`src/rtl/mphy_pkg.sv`:
```
package mphy_pkg;
  localparam int unsigned DW     = 16;
  localparam int unsigned AW     = 5;
  localparam int unsigned NREG   = 16;

  localparam int unsigned CMD_WR   = 2;
  localparam int unsigned CMD_RD   = 1;
  localparam int unsigned CMD_SCAN = 0;

  localparam int unsigned IDX_CTRL    = 0;
  localparam int unsigned IDX_STAT    = 1;
  localparam int unsigned IDX_ID_HI   = 2;
  localparam int unsigned IDX_ID_LO   = 3;
  localparam int unsigned IDX_ADV     = 4;
  localparam int unsigned IDX_PARTNER = 5;

  localparam logic [DW-1:0] CTRL_INIT    = 16'h1000;
  localparam logic [DW-1:0] STAT_INIT    = 16'h7868;
  localparam logic [DW-1:0] ID_HI_INIT   = 16'h2000;
  localparam logic [DW-1:0] ID_LO_INIT   = 16'h5C90;
  localparam logic [DW-1:0] ADV_INIT     = 16'h01E1;
  localparam logic [DW-1:0] PARTNER_UP   = 16'h01E1;
  localparam logic [DW-1:0] PARTNER_KEEP = 16'h01FF;
  localparam int unsigned   STAT_LINK    = 2;
  localparam int unsigned   CTRL_RESET   = 15;

  function automatic logic [DW-1:0] init_word(input int unsigned idx);
    case (idx)
      IDX_CTRL:  return CTRL_INIT;
      IDX_STAT:  return STAT_INIT;
      IDX_ID_HI: return ID_HI_INIT;
      IDX_ID_LO: return ID_LO_INIT;
      IDX_ADV:   return ADV_INIT;
      default:   return '0;
    endcase
  endfunction

  function automatic logic is_read_only(input int unsigned idx);
    return (idx == IDX_STAT) || (idx == IDX_ID_HI) || (idx == IDX_ID_LO);
  endfunction
endpackage

```
`src/rtl/mphy_regbank.sv`:
```
module mphy_regbank
  import mphy_pkg::*;
#(
  parameter int unsigned N_REG  = NREG,
  parameter int unsigned DATA_W = DW,
  parameter int unsigned ADDR_W = AW
) (
  input  logic              clk,
  input  logic              rst_n,
  input  logic              wr_en,
  input  logic [ADDR_W-1:0] wr_idx,
  input  logic [DATA_W-1:0] wr_val,
  input  logic              link_up,
  input  logic [ADDR_W-1:0] rd_idx,
  output logic [DATA_W-1:0] rd_word
);
  localparam int unsigned IDX_W = $clog2(N_REG);

  logic [DATA_W-1:0] regs_q [N_REG];
  logic [DATA_W-1:0] regs_d [N_REG];
  logic              link_q;
  logic              wr_in_range;
  logic              soft_rst;
  logic              link_chg;

  assign wr_in_range = (wr_idx < ADDR_W'(N_REG));
  assign soft_rst    = wr_en && wr_in_range && (wr_idx == ADDR_W'(IDX_CTRL))
                       && wr_val[CTRL_RESET];
  assign link_chg    = (link_up != link_q);

  always_comb begin
    for (int i = 0; i < int'(N_REG); i++) regs_d[i] = regs_q[i];
    if (soft_rst) begin
      for (int i = 0; i < int'(N_REG); i++) regs_d[i] = init_word(i);
    end else if (wr_en && wr_in_range && !is_read_only(int'(wr_idx))) begin
      regs_d[wr_idx[IDX_W-1:0]] = wr_val;
    end
    if (soft_rst || link_chg) begin
      if (link_up) begin
        regs_d[IDX_STAT][STAT_LINK] = 1'b1;
        regs_d[IDX_PARTNER]         = regs_d[IDX_PARTNER] | PARTNER_UP;
      end else begin
        regs_d[IDX_STAT][STAT_LINK] = 1'b0;
        regs_d[IDX_PARTNER]         = regs_d[IDX_PARTNER] & PARTNER_KEEP;
      end
    end
  end

  always_ff @(posedge clk or negedge rst_n) begin
    if (!rst_n) begin
      for (int i = 0; i < int'(N_REG); i++) regs_q[i] <= init_word(i);
      link_q <= 1'b0;
    end else begin
      for (int i = 0; i < int'(N_REG); i++) regs_q[i] <= regs_d[i];
      link_q <= link_up;
    end
  end

  assign rd_word = (rd_idx < ADDR_W'(N_REG)) ? regs_q[rd_idx[IDX_W-1:0]] : '0;

  // identity word survives a write aimed at it
  a_r5_id_read_only: assert property (@(posedge clk) disable iff (!rst_n)
    (wr_en && wr_idx == ADDR_W'(IDX_ID_HI)) |=> $stable(regs_q[IDX_ID_HI]));

  // control reset bit reloads the control word
  a_r3_soft_reset: assert property (@(posedge clk) disable iff (!rst_n)
    soft_rst |=> (regs_q[IDX_CTRL] == CTRL_INIT));

  // link bit follows a link change
  a_r6_link_bit: assert property (@(posedge clk) disable iff (!rst_n)
    (link_chg && !soft_rst) |=> (regs_q[IDX_STAT][STAT_LINK] == $past(link_up)));

  // out-of-range write leaves the control word alone
  a_r1_range: assert property (@(posedge clk) disable iff (!rst_n)
    (wr_en && !wr_in_range) |=> $stable(regs_q[IDX_CTRL]));
endmodule

```
`src/rtl/mphy_host_port.sv`:
```
module mphy_host_port
  import mphy_pkg::*;
#(
  parameter int unsigned DATA_W   = DW,
  parameter int unsigned ADDR_W   = AW,
  parameter int unsigned PHY_ADDR = 1
) (
  input  logic              clk,
  input  logic              rst_n,
  input  logic              cmd_valid,
  input  logic [2:0]        cmd,
  input  logic [ADDR_W-1:0] phy_addr,
  input  logic [ADDR_W-1:0] reg_addr,
  input  logic [DATA_W-1:0] wr_data,
  input  logic              link_up,
  input  logic [DATA_W-1:0] reg_word,
  output logic              wr_en,
  output logic [ADDR_W-1:0] wr_idx,
  output logic [DATA_W-1:0] wr_val,
  output logic [ADDR_W-1:0] rd_idx,
  output logic [DATA_W-1:0] rd_data,
  output logic              rd_valid,
  output logic              link_fail
);
  logic              hit;
  logic              rd_cmd;
  logic [DATA_W-1:0] rd_data_q, rd_data_d;
  logic              rd_valid_q, rd_valid_d;
  logic              scan_q, scan_d;
  logic              fail_q, fail_d;

  assign hit    = (phy_addr == ADDR_W'(PHY_ADDR));
  assign rd_cmd = cmd_valid && cmd[CMD_RD];
  assign wr_en  = cmd_valid && cmd[CMD_WR] && hit;
  assign wr_idx = reg_addr;
  assign wr_val = wr_data;
  assign rd_idx = reg_addr;

  always_comb begin
    rd_data_d  = rd_data_q;
    rd_valid_d = rd_cmd;
    scan_d     = cmd_valid ? cmd[CMD_SCAN] : scan_q;
    fail_d     = fail_q;
    if (rd_cmd) rd_data_d = hit ? reg_word : '1;
    if (rd_cmd || scan_q) fail_d = !link_up;
  end

  always_ff @(posedge clk or negedge rst_n) begin
    if (!rst_n) begin
      rd_data_q  <= '0;
      rd_valid_q <= 1'b0;
      scan_q     <= 1'b0;
      fail_q     <= 1'b0;
    end else begin
      rd_data_q  <= rd_data_d;
      rd_valid_q <= rd_valid_d;
      scan_q     <= scan_d;
      fail_q     <= fail_d;
    end
  end

  assign rd_data   = rd_data_q;
  assign rd_valid  = rd_valid_q;
  assign link_fail = fail_q;

  // foreign PHY read returns all ones
  a_r7_foreign_read: assert property (@(posedge clk) disable iff (!rst_n)
    (rd_cmd && !hit) |=> (rd_data == '1));

  // read samples inverse link state
  a_r8_read_fail: assert property (@(posedge clk) disable iff (!rst_n)
    rd_cmd |=> (link_fail == !$past(link_up)));

  // valid pulse only after a read
  a_r9_valid_pulse: assert property (@(posedge clk) disable iff (!rst_n)
    rd_valid |-> $past(rd_cmd));

  // without read or scan the flag holds
  a_r8_hold: assert property (@(posedge clk) disable iff (!rst_n)
    (!rd_cmd && !scan_q) |=> $stable(link_fail));
endmodule

```
`src/rtl/mgmt_phy_regs.sv`:
```
module mgmt_phy_regs
  import mphy_pkg::*;
(
  input  logic          clk,
  input  logic          rst_n,
  input  logic          link_up,
  input  logic          cmd_valid,
  input  logic [2:0]    cmd,
  input  logic [AW-1:0] phy_addr,
  input  logic [AW-1:0] reg_addr,
  input  logic [DW-1:0] wr_data,
  output logic [DW-1:0] rd_data,
  output logic          rd_valid,
  output logic          link_fail
);
  logic          wr_en;
  logic [AW-1:0] wr_idx;
  logic [DW-1:0] wr_val;
  logic [AW-1:0] rd_idx;
  logic [DW-1:0] reg_word;

  mphy_host_port #(.DATA_W(DW), .ADDR_W(AW), .PHY_ADDR(1)) u_host (
    .clk(clk), .rst_n(rst_n), .cmd_valid(cmd_valid), .cmd(cmd),
    .phy_addr(phy_addr), .reg_addr(reg_addr), .wr_data(wr_data),
    .link_up(link_up), .reg_word(reg_word), .wr_en(wr_en),
    .wr_idx(wr_idx), .wr_val(wr_val), .rd_idx(rd_idx),
    .rd_data(rd_data), .rd_valid(rd_valid), .link_fail(link_fail)
  );

  mphy_regbank #(.N_REG(NREG), .DATA_W(DW), .ADDR_W(AW)) u_bank (
    .clk(clk), .rst_n(rst_n), .wr_en(wr_en), .wr_idx(wr_idx),
    .wr_val(wr_val), .link_up(link_up), .rd_idx(rd_idx),
    .rd_word(reg_word)
  );
endmodule

```
`config.mk`:
```
export PLATFORM = sky130hd
export DESIGN_NAME = mgmt_phy_regs
export DESIGN_NICKNAME = d
export VERILOG_FILES = /design/src/rtl/mphy_pkg.sv /design/src/rtl/mphy_regbank.sv /design/src/rtl/mphy_host_port.sv /design/src/rtl/mgmt_phy_regs.sv
export SDC_FILE = /design/constraint.sdc
export NUM_CORES = 1
export LEC_CHECK = 0
export ABC_AREA = 1
export CAP_MARGIN = 20
export CELL_PAD_IN_SITES_DETAIL_PLACEMENT = 1
export CELL_PAD_IN_SITES_GLOBAL_PLACEMENT = 2
export CORE_MARGIN = 4
export CORE_UTILIZATION = 36
export DETAILED_ROUTE_END_ITERATION = 10
export PLACE_DENSITY_LB_ADDON = 0.12
export SLEW_MARGIN = 20
export SYNTH_ARGS = -nofsm -noshare
export SYNTH_HDL_FRONTEND = slang
export SYNTH_SLANG_ARGS = --single-unit
export TNS_END_PERCENT = 100
```
`constraint.sdc`:
```
create_clock -name clk -period 1.35 [get_ports clk]
set_input_delay 0.405 -clock clk [delete_from_list [all_inputs] [get_ports clk]]
set_output_delay 0.405 -clock clk [all_outputs]
set_load 0.005 [all_outputs]
```
==> flow_summary_export.csv <==
group,metric,value,unit
global_route,grt_pass1_wl,80100,um
route,drc,0,
timing,maxSlewViolCount,0,
placement,place_area,0.0159,mm^2
final_layout,area_growth,52.2,%
worst_setup_path,crit_chain,"buf_2, nor2_1, buf_4, nand2_4, nor2_8, buf_12, nand2_8, nor2_4, buf_6, nand2_8, buf_12, nand3_2, o21ai_1",
yosys,synth.yosys.warnings,0,
yosys,synth-xor-area-share,0,
yosys,syn_nets,1749,
die,rows,69,
clocking,clk_latency,0.54,ns
worst_setup_path,worst-path-buf-inv,5,
worst_setup_path,critPathLaunchType,"input port",
clocking,cts-root-buf,"clkbuf_16",
die,io_pins,51,
timing,period_needed,1.54,ns
clocking,cts_buffers,35,
route,wire_per_inst,24.0,um
yosys,synth_common_cells,"nand2_1 (748), dfrtp_1 (256), o21ai_0 (144), inv_1 (131), nand3_1 (114)",
final_layout,layout-drive-gt1-share,0.343,
yosys,synth_top_area_frac,0.490,
final_layout,diodes,0,
yosys,synth_top_family_by_area,"simple AND/OR/NAND/NOR gates",
run_status,violations,"negative setup slack",
die,die_y,199,um
global_route,antenna_found_initial,0,
run_status,status,"finished with violations",
placement,io_buffers,50,
power_and_ir_drop,clkPwrFrac,0.478,
timing,holdWs,0.259,ns
worst_setup_path,cp_slowest_cell,"buf_12",
global_route,grt_usage,0.266,
yosys,synth.mux.area_fraction,0,
final_layout,regArea,0.00693,mm^2
timing,rsz0062_at_grt,"yes",
worst_setup_path,path_max_fanout,8,
clocking,htree_levels,2,
yosys,yosys.area_share.simple,0.284,
clocking,cts_buffer_depth,3,
worst_setup_path,worstPathRequired,1.74,ns
worst_setup_path,worst_setup_path_end_kind,"flop",
power_and_ir_drop,p_leak,9.79,nW
yosys,ys_seq_area_frac,0.530,
timing,timing.slew.headroom,0.635,
final_layout,fillCellCount,4053,
global_route,grt_pass1_vias,13200,
power_and_ir_drop,p_sw,5.01,mW
yosys,synth-edff-count,0,
yosys,synth_ff_type,"dfrtp_1",
power_and_ir_drop,finalPower,19.9,mW
timing,hold_viol,0,
timing,setup_viol,234,
final_layout,finish.instance_area,0.0199,mm^2
worst_hold_path,hold_path_class,"input port to flop",
route,first_pass_iters,5,
yosys,synth_fa_ha_area_frac,0,
power_and_ir_drop,comb_power_share,0.097,
die,die_w,199,um
worst_setup_path,crit_path_max_incr_delay,0.18,ns
timing,tns,-18.68,ns
yosys,yosys-top-cells-area,"dfrtp_1 (49%), nand2_1 (21%), o21ai_0 (5.5%)",
timing,clock_skew,0.0139,ns
clocking,cts.sinks,276,
worst_setup_path,critPathKind,"input port to flop",
route,num_vias,13000,
die,die_area,0.0395,mm^2
yosys,synth_seq_cells,276,
final_layout,nets,1971,
timing,tightest_slew,0.547,ns
power_and_ir_drop,peakVddDrop,0.000785,V
final_layout,multiInputGateArea,0.00699,mm^2
global_route,overflow,0,
route,antenna_left,0,
yosys,syn_area,0.0131,mm^2
route,routed_wl,58200,um
worst_setup_path,crit_arrival,1.93,ns
die,fp.coreArea,0.0357,mm^2
global_route,grt_max_degree,50,
timing,fmax,0.647,GHz
yosys,syn_avg_cell_area,7.63,um^2
job,max_cap_viol_count,0,
placement,gp_congestion,0.837,
yosys,synth_compound_area_frac,0.111,
power_and_ir_drop,sw_frac_of_total,0.253,
clocking,clkTransAtPathRegs,0.06,ns
yosys,async_reset_ff_frac,1.00,
yosys,yosysUniqueCellTypes,30,
power_and_ir_drop,seq_power_share,0.424,
power_and_ir_drop,power_density,997,mW/mm^2
timing,finalWorstSetupSlack,-0.195,ns
timing,period_share,1.14,
yosys,synth_cells,1716,
placement,hpwl,33800,um
power_and_ir_drop,p_int,14.8,mW
route,drtIter0Drc,978,
yosys,synth_top_area_cell,"dfrtp_1",
clocking,cts_tree,"built",
yosys,synth_most_common_cell,"nand2_1",
worst_setup_path,cp_top_family,"buffers and inverters",
route,via_per_inst,5.39,
die,start_util,0.366,
final cells by class:
type / instances / area share
clock inverter: 4 / 0.00352
timing repair buffer: 281 / 0.184
timing repair inverter: 1 / 0.000565
inverter: 140 / 0.0302
sequential: 276 / 0.348
clock buffer: 56 / 0.0536
tap: 461 / 0.0290
multi-input combinational: 1203 / 0.351
final timing paths:
check | startpoint | end | slack [ns] | cells after the start
worst max-delay path | phy_addr[2] | u_bank.regs_q[47]$_DFFE_PN0P_ | -0.19 | 13
worst min-delay path | cmd_valid | u_host.scan_q$_DFFE_PN0P_ | 0.26 | 3
worst max register to register | u_bank.regs_q[110]$_DFFE_PN0P_ | u_host.rd_data[14]$_DFFE_PN0P_ | -0.01 | 8
worst min register to register | u_bank.regs_q[221]$_DFFE_PN1P_ | u_bank.regs_q[221]$_DFFE_PN1P_ | 0.45 | 2
max in group asynchronous | rst_n | u_bank.regs_q[181]$_DFFE_PN1P_ | 0.38 | 3
min in group asynchronous | rst_n | u_bank.regs_q[217]$_DFFE_PN0P_ | 0.37 | 2
power by group through the flow:
stage                     Clock [mW]  Combinational [mW]  Sequential, mW
final                           9.50                1.93            8.43
after global routing            10.0                2.07            8.43
after CTS                       9.63                1.74            8.42
after detailed placement           0                1.69            8.57
after global placement             0                1.67            8.56
after floorplan                    0               0.650            8.55
flip-flops by register name, summed over array words and instances, names as in the netlist:
name,cells
u_host.rd_data,16
u_host.scan_q,1
u_host.link_fail,1
u_host.rd_valid,1
u_bank.regs_q,256
u_bank.link_q,1
per-stage QoR:
step	utilization	std cells	setup WS [ns]
floorplan	-	1716	-0.254
global placement	0.444	2288	-1.14
detailed placement	0.444	2288	-1.19
CTS	0.508	2386	-0.179
global route	0.557	2422	-0.216
finish	0.557	2422	-0.195
metal layers:
| layer | part of all wire | vias up | GRT usage |
|---|---|---|---|
| met1 | 0.42 | 6653 | 0.366 |
| met4 | 0.038 | 0 | 0.0805 |
| met5 | 0 | - | 0 |
| met3 | 0.050 | 117 | 0.0413 |
| met2 | 0.49 | 376 | 0.438 |
| li1 | - | 5899 | - |
layout by cell type (no fill, tap or decap), types with 13 or more instances in the layout:
cell type / count
inv_1: 110
nor2_1: 30
buf_4: 100
clkbuf_16: 51
buf_6: 27
dfrtp_1: 256
o22ai_2: 23
o21ai_1: 117
nand3_1: 14
nand2_4: 38
nand2_1: 661
nand2_2: 47
o21ai_0: 48
a21oi_1: 13
clkdlybuf4s50_1: 18
nand3_4: 21
dfstp_2: 20
buf_12: 73
nand3_2: 83
inv_2: 20
buf_2: 25
o21ai_2: 55
worst register-to-register path: stages (launching register included):
cell and delay [ns]:
dfrtp_1 0.42, nand2_1 0.11, o21ai_0 0.12, nand2_1 0.10
nand2_1 0.07, nand2_1 0.11, nand2_1 0.07, o21ai_2 0.15
a21oi_2 0.08
what timing repair did:
action | 4_1_cts | 5_1_grt
pin swaps | 26 | 74
endpoints found under the hold margin | 14 | 0
gates cloned | 12 | 24
hold buffers | 1 | 0
resized for setup | 262 | 338
endpoints found under the setup margin | 290 | 274
buffers inserted | 26 | 19
kinds of logic (layout without fill, tap and decap cells):
family                 Yosys count  after routing
AO/OA/AOI/OAI                  279            279
buffers and inverters          240            482
flip-flops                     276            276
AND/OR/NAND/NOR                921            924
No activity file was read; power rests on OpenSTA's default activity.
